## src/rtl/ccd_region_pkg.sv

```systemverilog
package ccd_region_pkg;

    typedef enum logic [2:0] {
        RGN_DUMMY       = 3'd0,
        RGN_SHIELD_ROW  = 3'd1,
        RGN_SHIELD_EDGE = 3'd2,
        RGN_DARK_REF    = 3'd3,
        RGN_BUFFER      = 3'd4,
        RGN_ACTIVE      = 3'd5,
        RGN_OVERCLK     = 3'd6
    } region_e;

endpackage

```

## src/rtl/ccd_pos_counter.sv

```systemverilog
module ccd_pos_counter #(
    parameter int COL_W = 13,
    parameter int ROW_W = 13
) (
    input  logic             clk,
    input  logic             rst_n,
    input  logic             frame_start_i,
    input  logic             line_start_i,
    input  logic             pix_valid_i,
    output logic             take_o,
    output logic [COL_W-1:0] col_o,
    output logic [ROW_W-1:0] row_o
);

    typedef struct packed {
        logic [COL_W-1:0] col;
        logic [ROW_W-1:0] row;
    } pos_t;

    pos_t pos_d, pos_q;
    logic take;

    assign take = pix_valid_i && !frame_start_i && !line_start_i;

    always_comb begin
        pos_d = pos_q;
        if (frame_start_i) begin
            pos_d.col = '0;
            pos_d.row = '0;
        end else if (line_start_i) begin
            pos_d.col = '0;
            if (pos_q.row != '1) begin
                pos_d.row = pos_q.row + ROW_W'(1);
            end
        end else if (take) begin
            if (pos_q.col != '1) begin
                pos_d.col = pos_q.col + COL_W'(1);
            end
        end
    end

    always_ff @(posedge clk or negedge rst_n) begin
        if (!rst_n) begin
            pos_q <= '0;
        end else begin
            pos_q <= pos_d;
        end
    end

    assign take_o = take;
    assign col_o  = pos_q.col;
    assign row_o  = pos_q.row;

    AST_COL_SATURATE: assert property (@(posedge clk) disable iff (!rst_n)
        (take && pos_q.col == '1) |=> pos_q.col == '1);
    AST_ROW_SATURATE: assert property (@(posedge clk) disable iff (!rst_n)
        (line_start_i && !frame_start_i && pos_q.row == '1) |=> pos_q.row == '1);
    AST_FRAME_CLEAR: assert property (@(posedge clk) disable iff (!rst_n)
        frame_start_i |=> (pos_q.col == '0 && pos_q.row == '0));
    AST_IDLE_HOLD: assert property (@(posedge clk) disable iff (!rst_n)
        (!pix_valid_i && !frame_start_i && !line_start_i) |=> $stable(pos_q));

endmodule

```

## src/rtl/ccd_region_decode.sv

```systemverilog
module ccd_region_decode
    import ccd_region_pkg::*;
#(
    parameter int COL_W      = 13,
    parameter int ROW_W      = 13,
    parameter int DUMMY_COLS = 11,
    parameter int DARK_COLS  = 22,
    parameter int BUF_COLS   = 12,
    parameter int ACT_COLS   = 3288,
    parameter int DUMMY_ROWS = 1,
    parameter int DARK_ROWS  = 22,
    parameter int BUF_ROWS   = 12,
    parameter int ACT_ROWS   = 4384
) (
    input  logic [COL_W-1:0] col_i,
    input  logic [ROW_W-1:0] row_i,
    output region_e          region_o
);

    localparam int C_DARK0 = DUMMY_COLS;
    localparam int C_DARKL = C_DARK0 + DARK_COLS - 1;
    localparam int C_BUF0  = C_DARK0 + DARK_COLS;
    localparam int C_ACT0  = C_BUF0 + BUF_COLS;
    localparam int C_END   = C_ACT0 + ACT_COLS;

    localparam int R_DARK0 = DUMMY_ROWS;
    localparam int R_BUF0  = R_DARK0 + DARK_ROWS;
    localparam int R_ACT0  = R_BUF0 + BUF_ROWS;
    localparam int R_BUF1  = R_ACT0 + ACT_ROWS;
    localparam int R_DARK1 = R_BUF1 + BUF_ROWS;
    localparam int R_DUM1  = R_DARK1 + DARK_ROWS;
    localparam int R_END   = R_DUM1 + DUMMY_ROWS;

    logic [31:0] c;
    logic [31:0] r;
    logic row_dummy, row_shield, row_buffer, col_shield, col_buffer;

    always_comb begin
        c = 32'(col_i);
        r = 32'(row_i);
        row_dummy  = (r < R_DARK0) || (r >= R_DUM1 && r < R_END);
        row_shield = (r >= R_DARK0 && r < R_BUF0) || (r >= R_DARK1 && r < R_DUM1);
        row_buffer = (r >= R_BUF0 && r < R_ACT0) || (r >= R_BUF1 && r < R_DARK1);
        col_shield = (c >= C_DARK0 && c < C_BUF0);
        col_buffer = (c >= C_BUF0 && c < C_ACT0);

        if (c < C_DARK0) begin
            region_o = RGN_DUMMY;
        end else if (c >= C_END) begin
            region_o = RGN_OVERCLK;
        end else if (row_dummy) begin
            region_o = RGN_DUMMY;
        end else if (r >= R_END) begin
            region_o = RGN_OVERCLK;
        end else if (row_shield) begin
            region_o = RGN_SHIELD_ROW;
        end else if (col_shield) begin
            region_o = (c == C_DARK0 || c == C_DARKL) ? RGN_SHIELD_EDGE : RGN_DARK_REF;
        end else if (col_buffer || row_buffer) begin
            region_o = RGN_BUFFER;
        end else begin
            region_o = RGN_ACTIVE;
        end
    end

endmodule

```

## src/rtl/ccd_dark_avg.sv

```systemverilog
module ccd_dark_avg #(
    parameter int DATA_W    = 14,
    parameter int REF_CNT   = 20,
    parameter int DIV_MUL   = 13,
    parameter int DIV_SHIFT = 8
) (
    input  logic              clk,
    input  logic              rst_n,
    input  logic              clear_i,
    input  logic              sample_i,
    input  logic [DATA_W-1:0] data_i,
    output logic [DATA_W-1:0] avg_o,
    output logic              avg_valid_o
);

    localparam int CNT_W  = $clog2(REF_CNT + 1);
    localparam int SUM_W  = DATA_W + $clog2(REF_CNT + 1);
    localparam int MUL_W  = $clog2(DIV_MUL + 1);
    localparam int PROD_W = SUM_W + MUL_W;
    localparam logic [PROD_W-1:0] AVG_MAX = {{(PROD_W-DATA_W){1'b0}}, {DATA_W{1'b1}}};

    typedef struct packed {
        logic [SUM_W-1:0]  sum;
        logic [CNT_W-1:0]  cnt;
        logic [DATA_W-1:0] avg;
        logic              vld;
    } acc_t;

    acc_t acc_d, acc_q;
    logic [SUM_W-1:0]  sum_nx;
    logic [PROD_W-1:0] prod;
    logic [PROD_W-1:0] scaled;

    always_comb begin
        acc_d     = acc_q;
        acc_d.vld = 1'b0;
        sum_nx    = acc_q.sum + SUM_W'(data_i);
        prod      = PROD_W'(sum_nx) * PROD_W'(DIV_MUL);
        scaled    = prod >> DIV_SHIFT;
        if (clear_i) begin
            acc_d.sum = '0;
            acc_d.cnt = '0;
        end else if (sample_i && acc_q.cnt < CNT_W'(REF_CNT)) begin
            acc_d.cnt = acc_q.cnt + CNT_W'(1);
            if (acc_q.cnt == CNT_W'(REF_CNT - 1)) begin
                acc_d.sum = '0;
                acc_d.vld = 1'b1;
                acc_d.avg = (scaled > AVG_MAX) ? {DATA_W{1'b1}} : scaled[DATA_W-1:0];
            end else begin
                acc_d.sum = sum_nx;
            end
        end
    end

    always_ff @(posedge clk or negedge rst_n) begin
        if (!rst_n) begin
            acc_q <= '0;
        end else begin
            acc_q <= acc_d;
        end
    end

    assign avg_o       = acc_q.avg;
    assign avg_valid_o = acc_q.vld;

    AST_AVG_ONE_CYCLE: assert property (@(posedge clk) disable iff (!rst_n)
        acc_q.vld |=> !acc_q.vld);
    AST_AVG_HOLD: assert property (@(posedge clk) disable iff (!rst_n)
        !acc_q.vld |-> $stable(acc_q.avg));
    AST_CNT_BOUND: assert property (@(posedge clk) disable iff (!rst_n)
        acc_q.cnt <= CNT_W'(REF_CNT));
    AST_CLEAR_EMPTY: assert property (@(posedge clk) disable iff (!rst_n)
        clear_i |=> (acc_q.cnt == '0 && acc_q.sum == '0 && !acc_q.vld));

endmodule

```

## src/rtl/ccd_region_tagger.sv

```systemverilog
module ccd_region_tagger
    import ccd_region_pkg::*;
#(
    parameter int DATA_W     = 14,
    parameter int COL_W      = 13,
    parameter int ROW_W      = 13,
    parameter int DUMMY_COLS = 11,
    parameter int DARK_COLS  = 22,
    parameter int BUF_COLS   = 12,
    parameter int ACT_COLS   = 3288,
    parameter int DUMMY_ROWS = 1,
    parameter int DARK_ROWS  = 22,
    parameter int BUF_ROWS   = 12,
    parameter int ACT_ROWS   = 4384,
    parameter int DIV_MUL    = 13,
    parameter int DIV_SHIFT  = 8
) (
    input  logic              clk,
    input  logic              rst_n,
    input  logic              frame_start_i,
    input  logic              line_start_i,
    input  logic              pix_valid_i,
    input  logic [DATA_W-1:0] pix_data_i,
    output logic              tag_valid_o,
    output logic [2:0]        tag_o,
    output logic [COL_W-1:0]  col_o,
    output logic [ROW_W-1:0]  row_o,
    output logic [DATA_W-1:0] dark_avg_o,
    output logic              dark_avg_valid_o
);

    localparam int REF_CNT = DARK_COLS - 2;

    typedef struct packed {
        logic             vld;
        region_e          tag;
        logic [COL_W-1:0] col;
        logic [ROW_W-1:0] row;
    } out_t;

    logic             take;
    logic [COL_W-1:0] cur_col;
    logic [ROW_W-1:0] cur_row;
    region_e          cur_rgn;
    out_t             out_d, out_q;

    ccd_pos_counter #(
        .COL_W (COL_W),
        .ROW_W (ROW_W)
    ) pos_i (
        .clk           (clk),
        .rst_n         (rst_n),
        .frame_start_i (frame_start_i),
        .line_start_i  (line_start_i),
        .pix_valid_i   (pix_valid_i),
        .take_o        (take),
        .col_o         (cur_col),
        .row_o         (cur_row)
    );

    ccd_region_decode #(
        .COL_W      (COL_W),
        .ROW_W      (ROW_W),
        .DUMMY_COLS (DUMMY_COLS),
        .DARK_COLS  (DARK_COLS),
        .BUF_COLS   (BUF_COLS),
        .ACT_COLS   (ACT_COLS),
        .DUMMY_ROWS (DUMMY_ROWS),
        .DARK_ROWS  (DARK_ROWS),
        .BUF_ROWS   (BUF_ROWS),
        .ACT_ROWS   (ACT_ROWS)
    ) dec_i (
        .col_i    (cur_col),
        .row_i    (cur_row),
        .region_o (cur_rgn)
    );

    ccd_dark_avg #(
        .DATA_W    (DATA_W),
        .REF_CNT   (REF_CNT),
        .DIV_MUL   (DIV_MUL),
        .DIV_SHIFT (DIV_SHIFT)
    ) dark_i (
        .clk         (clk),
        .rst_n       (rst_n),
        .clear_i     (frame_start_i || line_start_i),
        .sample_i    (take && cur_rgn == RGN_DARK_REF),
        .data_i      (pix_data_i),
        .avg_o       (dark_avg_o),
        .avg_valid_o (dark_avg_valid_o)
    );

    always_comb begin
        out_d     = out_q;
        out_d.vld = take;
        if (take) begin
            out_d.tag = cur_rgn;
            out_d.col = cur_col;
            out_d.row = cur_row;
        end
    end

    always_ff @(posedge clk or negedge rst_n) begin
        if (!rst_n) begin
            out_q <= '{vld: 1'b0, tag: RGN_DUMMY, col: '0, row: '0};
        end else begin
            out_q <= out_d;
        end
    end

    assign tag_valid_o = out_q.vld;
    assign tag_o       = out_q.tag;
    assign col_o       = out_q.col;
    assign row_o       = out_q.row;

    AST_TAG_LATENCY: assert property (@(posedge clk) disable iff (!rst_n)
        (pix_valid_i && !frame_start_i && !line_start_i) |=> tag_valid_o);
    AST_PULSE_DROPS_PIX: assert property (@(posedge clk) disable iff (!rst_n)
        (frame_start_i || line_start_i) |=> !tag_valid_o);
    AST_AVG_ON_REF_TAG: assert property (@(posedge clk) disable iff (!rst_n)
        dark_avg_valid_o |-> (tag_valid_o && tag_o == RGN_DARK_REF));
    AST_TAG_IN_RANGE: assert property (@(posedge clk) disable iff (!rst_n)
        tag_valid_o |-> tag_o != 3'd7);

endmodule

```

## config.mk

```make
export PLATFORM = sky130hd
export DESIGN_NAME = ccd_region_tagger
export DESIGN_NICKNAME = d
export VERILOG_FILES = /design/src/rtl/ccd_region_pkg.sv /design/src/rtl/ccd_pos_counter.sv /design/src/rtl/ccd_region_decode.sv /design/src/rtl/ccd_dark_avg.sv /design/src/rtl/ccd_region_tagger.sv
export SDC_FILE = /design/constraint.sdc
export NUM_CORES = 1
export LEC_CHECK = 0
export BUFFER_PORTS_ARGS = -buffer_cell sky130_fd_sc_hd__buf_2
export CAP_MARGIN = 20
export CORE_MARGIN = 2
export CORE_UTILIZATION = 59
export DETAILED_ROUTE_END_ITERATION = 8
export GPL_TIMING_DRIVEN = 0
export PLACE_DENSITY = 0.79
export RECOVER_POWER = 50
export SLEW_MARGIN = 20
export SYNTH_ARGS = -nofsm -noshare
export SYNTH_HDL_FRONTEND = slang
export SYNTH_SLANG_ARGS = --single-unit
```

## constraint.sdc

```tcl
create_clock -name clk -period 11.7 [get_ports clk]
set_input_delay 0.585 -clock clk [delete_from_list [all_inputs] [get_ports clk]]
set_output_delay 0.585 -clock clk [all_outputs]
set_load 0.02 [all_outputs]
```

==> impl_metrics.py <==
metrics = {
    "global_routing": {
        "grt_pass1_wl_mm": 27.4,
        "antenna_found_initial": 0,
        "use_met3": 0.0486,
        "grt_max_degree": 78,
        "met1_usage": 0.308,
        "overflow": 0,
        "first_global_vias": 6129,
        "grtUsageTotal": 0.267,
        "grt_most_used_layer": "met2",
        "gr-usage-met2": 0.478,
    },
    "pwr": {
        "power_density_nw_per_um2": 102,
        "report.power.total_mw": 0.778,
        "leakage_nw": 4.03,
        "vdd_drop_max_uv": 104,
    },
    "timing": {
        "finClkSkew_ps": 5.36,
        "setup_ws_ps": 5590,
        "rsz0062_at_grt": "false",
        "fin_setup_tns_ps": 0,
        "fin_crit_sh": 0.522,
        "whs_ps": 409,
        "hold_viol": 0,
        "fmax_mhz": 164,
        "setup_viol": 0,
        "worstMarginPinSlew_ps": 4050,
        "slew-limit-headroom": -1.70,
        "final.min_clock_period_ps": 6110,
        "slew_violations": 78,
    },
    "setup_path": {
        "critPathCaptureType": "flip-flop",
        "slowest_delay_ps": 510,
        "cp_cell_sequence": "ha_1 > fa_1 > a21oi_1 > o211ai_1 > a21oi_1 > o21bai_1 > a21oi_1 > xor2_1 > inv_1 > ha_1 > inv_1 > fa_1 > inv_1 > ha_1 > or2_2 > a311oi_1 > and3_1 > o31ai_1 > a21oi_1 > o221ai_1 > a21boi_4 > buf_6 > a21oi_1",
        "cp_top_family": "compound AO/OA/AOI/OAI gates",
        "path_depth": 23,
        "rrSetupSlack_ps": 5590,
        "crit_buf_inv": 4,
        "path_max_fanout": 10,
        "worstReg2RegStart": "dark_i.acc_q[20]",
        "cpMostUsedCell": "a21oi_1",
        "rr_worst_depth": 23,
        "critPathLaunchType": "flip-flop",
        "critical_path_required_ps": 11930,
        "worst_ep_arrival_time_ps": 6340,
        "worst_path_max_delay_cell": "fa_1",
        "criticalPathCategory": "flip-flop to flip-flop",
        "rr_endpoint": "dark_i.avg_o[5]",
    },
    "floorplanning": {
        "die_h_um": 112,
        "ioPinCount": 64,
        "core_um2": 11400,
        "rows": 39,
        "dieArea_um2": 12600,
        "initial_core_util": 0.604,
        "die_w_um": 112,
    },
    "routing": {
        "route.detailed.drc": 0,
        "routed_wirelength_mm": 16.0,
        "vias": 5933,
        "drt_iter0_drc": 314,
        "viasPerCell": 5.73,
        "antenna_left": 0,
        "wl_per_cell_um": 15.4,
        "drt_pre_antenna_iters": 5,
    },
    "clock_network": {
        "path_clk_slew_ps": 70,
        "cts.hold.buffers_added": 0,
        "cts_setup_buffers": 0,
        "htree_levels": 3,
        "cts_buffers": 9,
        "cts.repair.resized": 0,
        "cts_tree": "done",
        "clockBufferDepth": 2,
        "clk_latency_ps": 350,
        "cts_root_buf": "clkbuf_16",
        "clkSinkCount": 95,
    },
    "cells_and_area": {
        "stdcell_area_um2": 7650,
        "nFillCells": 990,
        "finalNonFillerCells": 1035,
        "area_growth_syn_to_layout_pct": 11.0,
        "nNetsFinal": 984,
        "drive_above_1_share": 0.0930,
        "antenna_cells": 0,
        "fin_util": 0.670,
    },
    "synthesis": {
        "synth-edff-count": 0,
        "synth.distinct_cells": 67,
        "synth_area_um2": 6900,
        "ys_warn_count": 0,
        "synth-async-reset-ratio": 1.00,
        "ys.flop_type": "dfrtp_1",
        "syn-mean-instance-area_um2": 8.47,
        "synth_top_area_cell": "dfrtp_1",
        "ys_ff_latch": 95,
        "synth_nets": 909,
        "ys_seq_area_frac": 0.345,
        "synth_top_area_share": 0.345,
        "netlist_instances": 814,
        "synth_area_leaders": "dfrtp_1 (34%), ha_1 (11%), nand2_1 (7.5%)",
    },
    "place": {
        "dp_slack_ps": 5370,
        "numPortBuffers": 63,
        "dpl.cell_count": 1021,
        "place_congestion": 0.872,
        "dp_hpwl_mm": 12.0,
        "placed_area_um2": 7420,
    },
    "hold_path": {
        "hp-class": "input port to asynchronous set/reset pin",
    },
    "flow_run": {
        "maxCapViolCount": 1,
    },
    "status": {
        "status": "complete, but fails checks",
        "violations": "max-capacitance violations, max-slew violations",
    },
}
## report_power, final
group / switching [mW] / internal, mW
clock network: 0.128 / 0.164
registers: 0.00200 / 0.331
logic: 0.0977 / 0.0560
## final cells by class
| cell class | instances | area (um^2) | share of cell area |
|---|---|---|---|
| Buffer | 42 | 219 | 0.0286 |
| Timing Repair Buffer | 64 | 290 | 0.0379 |
| Clock inverter | 5 | 61.3 | 0.00801 |
| Clock buffer | 9 | 225 | 0.0294 |
| Multi-Input combinational cell | 587 | 3960 | 0.518 |
| Tap cell | 143 | 179 | 0.0234 |
| Sequential cell | 95 | 2380 | 0.311 |
| Inverter | 90 | 338 | 0.0441 |
## cell usage after synthesis (4+ instances only)
cell type,count
nand2_1,137
dfrtp_1,95
inv_1,90
nor2_1,76
ha_1,60
a21oi_1,40
o21ai_0,33
xor2_1,31
clkbuf_1,23
nand3_1,22
xnor2_1,21
fa_1,16
buf_4,14
a21o_1,11
nand4_1,9
nor3_1,9
o21a_1,9
and3_1,7
nand2b_1,7
a31oi_1,6
nor2b_1,6
o211ai_1,6
a211oi_1,5
nor4_1,5
o31ai_1,5
or3_1,5
o221ai_1,4
## placed cells by master (no fill, tap or decap), types with 11 or more instances in the layout
cell type,instances
buf_2,41
o21ai_0,33
a21oi_1,40
clkbuf_1,47
inv_1,90
nor2_1,76
fa_1,16
nand2_1,137
dfrtp_1,95
a21o_1,11
nand3_1,22
xnor2_1,21
xor2_1,31
buf_4,14
ha_1,60
## routing by layer
layer	wire [um]	vias up
met5	0	-
met4	442	0
met3	674	39
met2	8340	150
met1	6530	2856
li1	-	2888
## worst max-delay path by stage
stage / startpoint / to / slack (ps)
after floorplan: pix_data_i[0] / dark_i.avg_o[10] / 6320
after global placement: pix_data_i[0] / dark_i.avg_o[4] / 5560
after detailed placement: pix_data_i[0] / dark_i.avg_o[5] / 5370
after CTS: dark_i.acc_q[20] / dark_i.avg_o[4] / 5620
after global routing: dark_i.acc_q[20] / dark_i.avg_o[4] / 5080
final: dark_i.acc_q[20] / dark_i.avg_o[5] / 5590
## state kept, by name, summed over array words and instances, names as in the netlist
signal	cells
col_o	13
dark_i.acc_q	24
pos_i.row_o	13
pos_i.col_o	13
dark_i.avg_valid_o	1
tag_valid_o	1
tag_o	3
row_o	13
dark_i.avg_o	14
## logic make-up after synthesis
group / after synthesis / share of synthesized area
AND/OR/NAND/NOR: 305 / 0.203
AO/OA/AOI/OAI: 153 / 0.149
buffers and inverters: 132 / 0.0807
flip-flops: 95 / 0.345
adder cells (fa/ha/maj): 76 / 0.155
XOR/XNOR: 52 / 0.0660
multiplexers: 1 / 0.00145
Note: power is estimated with default switching activity, not from simulation.
